--- config.mk ---
export PLATFORM = sky130hd
export DESIGN_NAME = sigcrc_dual
export DESIGN_NICKNAME = d
export VERILOG_FILES = /design/src/rtl/sigcrc_pkg.sv /design/src/rtl/sigcrc_ctrl.sv /design/src/rtl/sigcrc_lfsr.sv /design/src/rtl/sigcrc_ser.sv /design/src/rtl/sigcrc_match.sv /design/src/rtl/sigcrc_dual.sv
export SDC_FILE = /design/constraint.sdc
export NUM_CORES = 1
export LEC_CHECK = 0
export BUFFER_PORTS_ARGS = -buffer_cell sky130_fd_sc_hd__buf_4
export CAP_MARGIN = 30
export CORE_AREA = 3 3 58 60
export CTS_CLUSTER_DIAMETER = 100
export DETAILED_ROUTE_END_ITERATION = 6
export DIE_AREA = 0 0 61 63
export GPL_TIMING_DRIVEN = 0
export PLACE_DENSITY = 0.77
export SKIP_CTS_REPAIR_TIMING = 1
export SLEW_MARGIN = 40
export SYNTH_ARGS = -nofsm -noshare
export SYNTH_HDL_FRONTEND = slang
export SYNTH_HIERARCHICAL = 1
export SYNTH_SLANG_ARGS = --single-unit
--- constraint.sdc ---
create_clock -name clk -period 2.2 [get_ports clk]
set_input_delay 0.44 -clock clk [delete_from_list [all_inputs] [get_ports clk]]
set_output_delay 0.44 -clock clk [all_outputs]
set_load 0.01 [all_outputs]
--- src/rtl/sigcrc_pkg.sv ---
package sigcrc_pkg;

  typedef enum logic [1:0] {
    MODE_WIDE   = 2'b00,
    MODE_LEGACY = 2'b01,
    MODE_NARROW = 2'b10,
    MODE_SPARE  = 2'b11
  } crc_mode_e;

  // True when the frame reports only the low four result bits.
  function automatic logic short_result(crc_mode_e m);
    return (m == MODE_LEGACY) || (m == MODE_NARROW);
  endfunction

endpackage

--- src/rtl/sigcrc_ctrl.sv ---
module sigcrc_ctrl
  import sigcrc_pkg::*;
(
  input  logic      clk,
  input  logic      rst_n,
  input  logic      start_i,
  input  crc_mode_e mode_i,
  input  logic      bit_valid_i,
  input  logic      last_i,
  output logic      init_o,
  output logic      step_o,
  output logic      done_o,
  output logic      res_valid_o,
  output crc_mode_e mode_o
);

  logic      active_q, active_d;
  logic      done_q, done_d;
  logic      resv_q, resv_d;
  crc_mode_e mode_q;
  logic      step, fin;

  // next-state
  always_comb begin
    step     = active_q & bit_valid_i & ~start_i;
    fin      = step & last_i;
    active_d = active_q;
    resv_d   = resv_q;
    done_d   = fin;
    if (start_i) begin
      active_d = 1'b1;
      resv_d   = 1'b0;
    end else if (fin) begin
      active_d = 1'b0;
      resv_d   = 1'b1;
    end
  end

  // registers
  always_ff @(posedge clk or negedge rst_n) begin
    if (!rst_n) begin
      active_q <= 1'b0;
      done_q   <= 1'b0;
      resv_q   <= 1'b0;
      mode_q   <= MODE_WIDE;
    end else begin
      active_q <= active_d;
      done_q   <= done_d;
      resv_q   <= resv_d;
      if (start_i) begin
        mode_q <= mode_i;
      end
    end
  end

  assign init_o      = start_i;
  assign step_o      = step;
  assign done_o      = done_q;
  assign res_valid_o = resv_q;
  assign mode_o      = mode_q;


  done_pulse_chk: assert property (@(posedge clk) disable iff (!rst_n)
    done_q |=> !done_q);


  mode_hold_chk: assert property (@(posedge clk) disable iff (!rst_n)
    !start_i |=> $stable(mode_q));


  start_open_chk: assert property (@(posedge clk) disable iff (!rst_n)
    start_i |=> (active_q && !resv_q && !done_q));

endmodule

--- src/rtl/sigcrc_lfsr.sv ---
module sigcrc_lfsr #(
  parameter int                  WIDE_W      = 8,
  parameter int                  NARROW_W    = 4,
  parameter logic [WIDE_W-1:0]   POLY_WIDE   = 8'h07,
  parameter logic [NARROW_W-1:0] POLY_NARROW = 4'h3
) (
  input  logic              clk,
  input  logic              rst_n,
  input  logic              init_i,
  input  logic              step_i,
  input  logic              narrow_i,
  input  logic              bit_i,
  output logic [WIDE_W-1:0] state_o
);

  localparam int HI_W = WIDE_W - NARROW_W;

  logic [WIDE_W-1:0] state_q, state_d, shift_d, taps;
  logic              fb;
  logic              en_lo, en_hi;

  // Feedback source mux and tap mux: the only parts that differ by width.
  always_comb begin
    fb   = (narrow_i ? state_q[NARROW_W-1] : state_q[WIDE_W-1]) ^ bit_i;
    taps = narrow_i ? {{HI_W{1'b0}}, POLY_NARROW} : POLY_WIDE;
  end

  for (genvar i = 0; i < WIDE_W; i++) begin : g_stage
    if (i == 0) begin : g_head
      assign shift_d[0] = fb;
    end else begin : g_body
      assign shift_d[i] = state_q[i-1] ^ (taps[i] & fb);
    end
  end

  always_comb begin
    state_d = init_i ? {WIDE_W{1'b1}} : shift_d;
    en_lo   = init_i | step_i;
    en_hi   = init_i | (step_i & ~narrow_i);
  end

  always_ff @(posedge clk or negedge rst_n) begin
    if (!rst_n) begin
      state_q <= {WIDE_W{1'b1}};
    end else begin
      if (en_lo) begin
        state_q[NARROW_W-1:0] <= state_d[NARROW_W-1:0];
      end
      if (en_hi) begin
        state_q[WIDE_W-1:NARROW_W] <= state_d[WIDE_W-1:NARROW_W];
      end
    end
  end

  assign state_o = state_q;


  preset_chk: assert property (@(posedge clk) disable iff (!rst_n)
    init_i |=> (state_q == {WIDE_W{1'b1}}));


  idle_hold_chk: assert property (@(posedge clk) disable iff (!rst_n)
    (!init_i && !step_i) |=> $stable(state_q));


  upper_hold_chk: assert property (@(posedge clk) disable iff (!rst_n)
    (narrow_i && !init_i) |=> $stable(state_q[WIDE_W-1:NARROW_W]));

endmodule

--- src/rtl/sigcrc_ser.sv ---
module sigcrc_ser #(
  parameter int WIDE_W   = 8,
  parameter int NARROW_W = 4
) (
  input  logic              clk,
  input  logic              rst_n,
  input  logic              abort_i,
  input  logic              load_i,
  input  logic              short_i,
  input  logic [WIDE_W-1:0] par_i,
  output logic              ser_bit_o,
  output logic              ser_vld_o
);

  localparam int CNT_W = $clog2(WIDE_W + 1);
  localparam int HI_W  = WIDE_W - NARROW_W;

  logic [WIDE_W-1:0] sh_q, sh_d;
  logic [CNT_W-1:0]  cnt_q, cnt_d;
  logic              busy;

  always_comb begin
    busy  = (cnt_q != '0);
    sh_d  = sh_q;
    cnt_d = cnt_q;
    if (abort_i) begin
      cnt_d = '0;
    end else if (load_i) begin
      sh_d  = short_i ? {par_i[NARROW_W-1:0], {HI_W{1'b0}}} : par_i;
      cnt_d = short_i ? CNT_W'(NARROW_W) : CNT_W'(WIDE_W);
    end else if (busy) begin
      sh_d  = {sh_q[WIDE_W-2:0], 1'b0};
      cnt_d = cnt_q - 1'b1;
    end
  end

  always_ff @(posedge clk or negedge rst_n) begin
    if (!rst_n) begin
      sh_q  <= '0;
      cnt_q <= '0;
    end else begin
      sh_q  <= sh_d;
      cnt_q <= cnt_d;
    end
  end

  assign ser_bit_o = sh_q[WIDE_W-1];
  assign ser_vld_o = busy;


  ser_begin_chk: assert property (@(posedge clk) disable iff (!rst_n)
    (load_i && !abort_i) |=> ser_vld_o);


  ser_abort_chk: assert property (@(posedge clk) disable iff (!rst_n)
    abort_i |=> !ser_vld_o);


  ser_end_chk: assert property (@(posedge clk) disable iff (!rst_n)
    (cnt_q == CNT_W'(1) && !load_i) |=> !ser_vld_o);

endmodule

--- src/rtl/sigcrc_match.sv ---
module sigcrc_match #(
  parameter int WIDE_W   = 8,
  parameter int NARROW_W = 4
) (
  input  logic              short_i,
  input  logic              res_valid_i,
  input  logic [WIDE_W-1:0] calc_i,
  input  logic [WIDE_W-1:0] rx_i,
  output logic              match_o
);

  localparam int HI_W = WIDE_W - NARROW_W;

  logic [WIDE_W-1:0] mask, diff;

  always_comb begin
    mask    = short_i ? {{HI_W{1'b0}}, {NARROW_W{1'b1}}} : {WIDE_W{1'b1}};
    diff    = (calc_i ^ rx_i) & mask;
    match_o = res_valid_i && (diff == '0);
  end

endmodule

--- src/rtl/sigcrc_dual.sv ---
module sigcrc_dual
  import sigcrc_pkg::*;
#(
  parameter int                  WIDE_W      = 8,
  parameter int                  NARROW_W    = 4,
  parameter logic [WIDE_W-1:0]   POLY_WIDE   = 8'h07,
  parameter logic [NARROW_W-1:0] POLY_NARROW = 4'h3
) (
  input  logic              clk,
  input  logic              rst_n,
  input  logic              start_i,
  input  logic [1:0]        mode_i,
  input  logic              bit_valid_i,
  input  logic              bit_i,
  input  logic              last_i,
  input  logic [WIDE_W-1:0] rx_chk_i,
  output logic [WIDE_W-1:0] crc_par_o,
  output logic              crc_vld_o,
  output logic              ser_bit_o,
  output logic              ser_vld_o,
  output logic              match_o
);

  logic [1:0]        rs_q;
  logic              rst_int_n;
  logic              init, step, done, resv;
  crc_mode_e         mode_q;
  logic              narrow, short_w;
  logic [WIDE_W-1:0] state, par;

  // Reset: asserted at once, released after two clock edges.
  always_ff @(posedge clk or negedge rst_n) begin
    if (!rst_n) begin
      rs_q <= 2'b00;
    end else begin
      rs_q <= {rs_q[0], 1'b1};
    end
  end
  assign rst_int_n = rs_q[1];

  sigcrc_ctrl u_ctrl (
    .clk         (clk),
    .rst_n       (rst_int_n),
    .start_i     (start_i),
    .mode_i      (crc_mode_e'(mode_i)),
    .bit_valid_i (bit_valid_i),
    .last_i      (last_i),
    .init_o      (init),
    .step_o      (step),
    .done_o      (done),
    .res_valid_o (resv),
    .mode_o      (mode_q)
  );

  always_comb begin
    narrow  = (mode_q == MODE_NARROW);
    short_w = short_result(mode_q);
  end

  sigcrc_lfsr #(
    .WIDE_W      (WIDE_W),
    .NARROW_W    (NARROW_W),
    .POLY_WIDE   (POLY_WIDE),
    .POLY_NARROW (POLY_NARROW)
  ) u_lfsr (
    .clk      (clk),
    .rst_n    (rst_int_n),
    .init_i   (init),
    .step_i   (step),
    .narrow_i (narrow),
    .bit_i    (bit_i),
    .state_o  (state)
  );

  // Output shaping: inverted contents, low bits only in the 4-bit modes.
  always_comb begin
    par = '0;
    if (short_w) begin
      par[NARROW_W-1:0] = ~state[NARROW_W-1:0];
    end else begin
      par = ~state;
    end
  end

  sigcrc_ser #(
    .WIDE_W   (WIDE_W),
    .NARROW_W (NARROW_W)
  ) u_ser (
    .clk       (clk),
    .rst_n     (rst_int_n),
    .abort_i   (init),
    .load_i    (done),
    .short_i   (short_w),
    .par_i     (par),
    .ser_bit_o (ser_bit_o),
    .ser_vld_o (ser_vld_o)
  );

  sigcrc_match #(
    .WIDE_W   (WIDE_W),
    .NARROW_W (NARROW_W)
  ) u_match (
    .short_i     (short_w),
    .res_valid_i (resv),
    .calc_i      (par),
    .rx_i        (rx_chk_i),
    .match_o     (match_o)
  );

  assign crc_par_o = par;
  assign crc_vld_o = done;


  match_clear_chk: assert property (@(posedge clk) disable iff (!rst_int_n)
    start_i |=> !match_o);


  result_hold_chk: assert property (@(posedge clk) disable iff (!rst_int_n)
    (resv && !start_i) |=> $stable(crc_par_o));

endmodule

==> impl_metrics.ini, run 1 <==
[sta]
worst_pin_slew_ns = 0.5638
hold_violations = 0
fmax_mhz = 429.2
relSlewSlack = 0.6241
period_share = 1.059
rsz0062_at_grt = yes
post-route-min-period_ns = 2.330
finalSetupViolCount = 1
setup_ws_ns = -0.1298
drv_slew = 0
final.setup_skew_ns = 0.001873

[status]
outcome = complete, but fails checks
violations = negative setup slack

[global_route]
grt_usage = 0.1918
grt_overflow_total = 0
antenna_found_initial = 0
grt_pass1_vias = 1283
grt_pass1_wl_um = 5713
grt_start_max_net_pins = 26

[placed_design]
port_buffers = 27
routabilityCongestion = 0.7840
pre_cts_ws_ns = 0.07933
hpwl_um = 2585

[hold_path]
worst_hold_path_type = register to asynchronous set/reset pin

[synthesis]
synth_fp_nets = 171
syn_inst = 153
syn_area_per_cell_um2 = 10.33
synth.area.top_cells = dfrtp_1 30%, dfstp_2 13%, mux2_2 6.4%
yosysTopAreaCell = dfrtp_1
syn_area_um2 = 1580
synth_flop_cell = dfrtp_1
synthArstFlopShare = 1.000
synth.top_cell.area_share = 0.3009
ys_seq_area_frac = 0.4339
ys_warn_count = 6
ys_types = 51
synth_edf_count = 0
ys_ff_latch = 27

[setup_path]
path_max_fanout = 5
path_class = register to output port
cp-end-kind = output port
critical_path_arrival_ns = 1.89
critPathRequiredTime_ns = 1.76
start_kind = register

[cells_and_area]
mostFrequentLayoutCell = buf_4
final_nets = 210
final_cell_mix = 34 x buf_4, 18 x dfrtp_1, 16 x nand2_1
syn_to_final_growth_pct = 23.75
n_antenna_cell = 0
drive_gt1_frac = 0.4293
utilization = 0.6567

[power]
irDropWorstVdd_mv = 0.4275
swShare = 0.3383
cellPowerDensity_nw_per_um2 = 771.6
finalPower_mw = 1.509
p_seq_frac = 0.434
intPower_mw = 0.9984
clkPwrFrac = 0.145
power_leakage_nw = 0.8902
switchingPower_mw = 0.5105
combPwrFrac = 0.421

[detailed_routing]
firstDrtPassIters = 5
wire_per_inst_um = 15.67
drc = 0
dr_total_vias = 1265
ant_nets = 0
wirelength_um = 3509
drtIter0Drc = 66
via_per_inst = 5.647

[clocking]
numCtsBuffers = 3
clockBufferDepth = 2
cts-root-buf = clkbuf_4
htreeDepth = 1
tritoncts = done
cts.sinks = 27
cts.clk_slew.worst_paths_ns = 0.15
clk_latency_ns = 0.32

[die]
die_h_um = 63
initial_core_util = 0.5307
coreArea_um2 = 2978
rows = 20
ios = 28
die_area_um2 = 3843
die_w_um = 61

[flow_run]
cap_violations = 0
==> stage by stage <==
step	cell area [um2]	TNS [ns]	instances	hold WS [ns]
final	1956	-0.1298	224	0.2711
after global routing	1956	-0.2173	224	0.2744
after CTS	1853	-0.3225	217	-0.1569
after detailed placement	1826	0	213	0.2246
after global placement	1824	0	213	0.2230
after floorplan	1580	0	153	0.1444
==> cells in the mapped netlist, types with 2 or more instances <==
| cell | number |
|---|---|
| a211oi_1 | 2 |
| nor2_1 | 5 |
| xnor2_1 | 11 |
| clkbuf_1 | 2 |
| buf_2 | 3 |
| dfrtp_1 | 19 |
| o21ai_0 | 2 |
| a2111oi_2 | 2 |
| a32oi_1 | 2 |
| nand3b_1 | 7 |
| ha_1 | 2 |
| nand2_1 | 16 |
| mux2_2 | 9 |
| nor4_1 | 3 |
| and2b_2 | 4 |
| dfstp_2 | 8 |
| nor3b_1 | 2 |
| nor2b_1 | 3 |
| nor3_1 | 3 |
| inv_1 | 15 |
| o311ai_0 | 3 |
==> critical path: stages, from the launching register on <==
cell	delay, ns
dfrtp_1	0.41
inv_2	0.07
ha_4	0.21
and2b_2	0.22
xnor2_1	0.19
a41oi_2	0.17
nor3_2	0.15
buf_4	0.14
==> layout make-up <==
type                       instances  area, um2
clock inverter                     1      5.005
multi-input combinational        103      840.8
clock buffer                       3      22.52
sequential                        27      686.9
buffer                             8      45.04
tap                               33      41.29
inverter                          15      56.30
fill                             239       1022
timing repair buffer              34      257.7
==> registers in the layout, indices dropped and copies added (netlist names) <==
| name | cells |
|---|---|
| u_ctrl/res_valid_o | 1 |
| u_lfsr/state_o | 8 |
| rs_q | 2 |
| u_ctrl/mode_o | 2 |
| u_ctrl/active_q | 1 |
| u_ctrl/done_o | 1 |
| u_ser/cnt_q | 4 |
| u_ser/sh_q | 8 |
==> cells by family (layout without fill, tap and decap cells) <==
family	after synthesis	in the layout	synth area share
XOR/XNOR	12	12	0.06651
adder cells (fa/ha/maj)	2	2	0.01583
AO/OA/AOI/OAI	25	25	0.1425
buffers and inverters	23	61	0.06413
AND/OR/NAND/NOR	52	52	0.1956
flip-flops	27	27	0.4339
other	1	1	0.002373
multiplexers	11	11	0.07918
==> worst paths after layout <==
path                                   from            endpoint  slack, ns  depth (start not counted)
setup reg to reg           u_ctrl/mode_o[0]       u_ser/sh_q[5]       0.24                          7
min in group clk                    start_i  u_ctrl/res_valid_o       0.31                          2
hold / removal                      rs_q[1]       u_ser/sh_q[5]       0.27                          0
setup / recovery           u_ctrl/mode_o[0]             match_o      -0.13                          7
hold reg to reg                     rs_q[1]       u_ser/sh_q[5]       0.27                          0
max in group asynchronous           rs_q[1]   u_lfsr/state_o[0]       1.55                          0
==> power by group through the flow <==
stage	registers, mW	clock network [mW]	logic [mW]
after floorplan	0.654	0	0.410
after global placement	0.663	0	0.541
after detailed placement	0.670	0	0.557
after CTS	0.660	0.231	0.560
after global routing	0.667	0.251	0.705
final	0.655	0.219	0.635
==> routing by layer <==
metal | up-vias | part of all wire | GRT usage
li1 | 613 | - | -
met1 | 623 | 0.45 | 0.2641
met2 | 27 | 0.51 | 0.3155
met3 | 2 | 0.035 | 0.02066
met4 | 0 | 0.0040 | 0.04878
met5 | - | 0 | 0
No activity file was read; power rests on OpenSTA's default activity.
==> run 2: changes to the inputs <==
CTS_BUF_LIST = sky130_fd_sc_hd__clkbuf_4 sky130_fd_sc_hd__clkbuf_8 sky130_fd_sc_hd__clkbuf_16   (was unset)
clock period = 2.5 ns   (was 2.2 ns; I/O delays follow)
==> impl_metrics.ini, run 2 (synthesis results as in run 1) <==
[setup_path]
crit_start = u_ctrl/mode_o[0]
path_delay_family = flip-flops
critical_path_arrival_ns = 1.88
reg2reg_from = u_ctrl/mode_o[0]
cp-end-kind = output port
max_stage_delay_ns = 0.40
slowest_stage = dfrtp_1
path_class = register to output port
crit_chain = inv_1 -> ha_4 -> and2b_2 -> xnor2_1 -> a41oi_2 -> nor3_2 -> buf_4
critPathRequiredTime_ns = 2.00
critPathBufInv = 2
start_kind = register
path_max_fanout = 5

[power]
power_leakage_nw = 0.8666
cellPowerDensity_nw_per_um2 = 666.4
irDropWorstVdd_mv = 0.3771

[clocking]
htreeDepth = 1
cts.sinks = 27
clk_latency_ns = 0.32
tritoncts = done
clockBufferDepth = 2
cts-root-buf = clkbuf_4
numCtsBuffers = 3
cts.clk_slew.worst_paths_ns = 0.15

[sta]
finalSetupViolCount = 0
fmax_mhz = 419.8
worst_pin_slew_ns = 0.5642
setup_ws_ns = 0.1179
finalSetupTns_ns = 0
final.setup_skew_ns = 0.001429
relSlewSlack = 0.6238
period_share = 0.9528
post-route-min-period_ns = 2.382
drv_slew = 0
hold_violations = 0

[cells_and_area]
final_nets = 206
mostFrequentLayoutCell = buf_4
drive_gt1_frac = 0.4064
final_cell_mix = 30 x buf_4, 18 x dfrtp_1, 16 x nand2_1
multi_input_area_um2 = 833.3
utilization = 0.6441
n_antenna_cell = 0
fillers = 243
syn_to_final_growth_pct = 21.38
seq_area_um2 = 686.9

[status]
outcome = complete, no violations

[hold_path]
worst_hold_path_type = register to asynchronous set/reset pin

[placed_design]
routabilityCongestion = 0.7840
hpwl_um = 2585
pre_cts_ws_ns = 0.3193
port_buffers = 27

[global_route]
grt_usage = 0.1918
grt_start_max_net_pins = 26
antenna_found_initial = 0
grt_pass1_wl_um = 5713
grt_pass1_vias = 1283
grt_overflow_total = 0

[die]
die_h_um = 63
die_w_um = 61
rows = 20
ios = 28
coreArea_um2 = 2978
initial_core_util = 0.5307
die_area_um2 = 3843

[detailed_routing]
ant_nets = 0
dr_total_vias = 1246
wire_per_inst_um = 15.58
drtIter0Drc = 76
firstDrtPassIters = 4
via_per_inst = 5.664
wirelength_um = 3427
drc = 0

[flow_run]
cap_violations = 0
==> run 2: where the power goes <==
group / total, mW / switching, mW / internal (mW)
sequential: 0.581 / 0.0666 / 0.515
clock: 0.191 / 0.131 / 0.0600
combinational: 0.506 / 0.240 / 0.266
==> run 2: through the flow <==
stage / total power [mW] / hold slack [ns] / instances / area, um2
final: 1.278 / 0.2712 / 220 / 1918
after global routing: 1.379 / 0.3089 / 220 / 1918
after CTS: 1.277 / -0.09688 / 217 / 1853
after detailed placement: 1.080 / 0.2801 / 213 / 1826
after global placement: 1.060 / 0.2830 / 213 / 1824
after floorplan: 0.9359 / 0.2044 / 153 / 1580
==> run 2: worst paths after layout <==
| check | endpoint | slack (ns) | cells past startpoint |
|---|---|---|---|
| setup / recovery | match_o | 0.12 | 7 |
| hold / removal | u_ser/sh_q[5] | 0.27 | 0 |
| setup reg to reg | u_ser/sh_q[6] | 0.54 | 7 |
| hold reg to reg | u_ser/sh_q[5] | 0.27 | 0 |
| max in group asynchronous | u_lfsr/state_o[0] | 1.85 | 0 |
| min in group clk | rs_q[1] | 0.37 | 0 |
==> run 2: final cells by class <==
class,instances,share of cell area
Clock inverter,1,0.002609
Timing Repair Buffer,30,0.1187
Buffer,8,0.02348
Tap cell,33,0.02153
Multi-Input combinational cell,103,0.4344
Inverter,15,0.02935
Sequential cell,27,0.3581
Clock buffer,3,0.01174
==> run 2: routing by layer <==
layer | share of wire | global-route usage | vias to the layer above
met5 | 0 | 0 | -
met4 | 0.0029 | 0.04878 | 0
met3 | 0.044 | 0.02066 | 2
met2 | 0.50 | 0.3155 | 29
met1 | 0.45 | 0.2641 | 609
li1 | - | - | 606
==> run 3: changes to the inputs <==
CORE_AREA = 2 2 57 59   (was 3 3 58 60)
DIE_AREA = 0 0 59 61   (was 0 0 61 63)
==> impl_metrics.ini, run 3 (synthesis results as in run 1) <==
[status]
outcome = complete, no violations

[sta]
hold_violations = 0
post-route-min-period_ns = 2.413
worst_pin_slew_ns = 0.5493
relSlewSlack = 0.6338
final.setup_skew_ns = 0.006247
drv_slew = 0
period_share = 0.9653
fmax_mhz = 414.4
finalSetupViolCount = 0
hold_ws_ns = 0.2646

[cells_and_area]
n_antenna_cell = 0
final_nets = 204
multi_input_area_um2 = 833.3
finalNonFillerCells = 218
final_area_um2 = 1903
fillers = 239
seq_area_um2 = 686.9
drive_gt1_frac = 0.4000
mostFrequentLayoutCell = buf_4
final_cell_mix = 28 x buf_4, 18 x dfrtp_1, 16 x nand2_1
syn_to_final_growth_pct = 20.43

[clocking]
cts-root-buf = clkbuf_4
htreeDepth = 1
cts.clk_slew.worst_paths_ns = 0.14
cts.sinks = 27
numCtsBuffers = 3
tritoncts = done
clockBufferDepth = 2
clk_latency_ns = 0.32

[power]
cellPowerDensity_nw_per_um2 = 672.2
power_leakage_nw = 0.8558
finalPower_mw = 1.279
irDropWorstVdd_mv = 0.2936

[detailed_routing]
dr_total_vias = 1261
drc = 0
firstDrtPassIters = 4
wire_per_inst_um = 15.77
drtIter0Drc = 47
ant_nets = 0
via_per_inst = 5.784
wirelength_um = 3438

[die]
die_w_um = 59
die_area_um2 = 3599
coreArea_um2 = 2953
ios = 28
die_h_um = 61
rows = 20
initial_core_util = 0.5352

[flow_run]
cap_violations = 0

[placed_design]
routabilityCongestion = 0.7909
dp_cells = 213
port_buffers = 27
hpwl_um = 2563
place_area_um2 = 1826

[global_route]
grt_pass1_wl_um = 5747
grt_start_max_net_pins = 26
antenna_found_initial = 0
grt_usage = 0.2123
grt_overflow_total = 0
grt_pass1_vias = 1338

[setup_path]
r2r_slack_ns = 0.50
critical_path_arrival_ns = 1.91
start_kind = register
path_max_fanout = 5
critPathCapture = match_o
r2r_cells = 7
reg2reg_from = u_ctrl/mode_o[0]
path_class = register to output port
critPathRequiredTime_ns = 2.00
r2r-end = u_ser/sh_q[5]
crit_start = u_ctrl/mode_o[0]
cp-end-kind = output port

[hold_path]
worst_hold_path_type = register to asynchronous set/reset pin
[run 3: area by class of cell]
type	instances	area share
buffer	8	0.02367
multi-input combinational	103	0.4379
timing repair buffer	28	0.1118
clock inverter	1	0.002630
clock buffer	3	0.01183
inverter	15	0.02959
tap	33	0.02170
sequential	27	0.3609
[run 3: metal layers]
| layer | global-route usage | vias up | wire, um |
|---|---|---|---|
| met1 | 0.2642 | 633 | 1592 |
| met3 | 0.02345 | 8 | 94 |
| met4 | 0.1136 | 0 | 78 |
| met2 | 0.3635 | 27 | 1673 |
| met5 | 0 | - | 0 |
| li1 | - | 593 | - |
[run 3: report_power, final]
part	switching (mW)	leakage, nW	total [mW]	internal [mW]
registers	0.0709	0.328	0.586	0.515
logic	0.242	0.510	0.506	0.265
clock network	0.127	0.0177	0.187	0.0600
[run 3: how the worst min path moves through the flow]
stage,start,to,slack [ns],cells past startpoint
2_1_floorplan,rst_n,rs_q[0],0.20,0
3_5_place_dp,rs_q[1],u_ser/sh_q[6],0.28,0
6_report,rs_q[1],u_ser/sh_q[7],0.26,0
4_1_cts,rst_n,rs_q[1],-0.09,1
3_3_place_gp,rst_n,rs_q[0],0.28,1
5_1_grt,rs_q[1],u_ser/sh_q[7],0.32,0
[run 3: worst max-delay path, cell delays in order, from the launching register on]
cell     delay [ns]
dfrtp_1        0.41
inv_1          0.10
ha_4           0.23
and2b_2        0.23
xnor2_1        0.21
a41oi_2        0.17
nor3_2         0.12
buf_4          0.13
[run 3: stage by stage]
stage / util / TNS [ns] / setup WS (ns)
final: 0.6445 / 0 / 0.08676
after global routing: 0.6445 / -0.02355 / -0.02355
after CTS: 0.6275 / -0.01530 / -0.01530
after detailed placement: 0.6182 / 0 / 0.3771
after global placement: 0.6178 / 0 / 0.4162
after floorplan: - / 0 / 0.5148
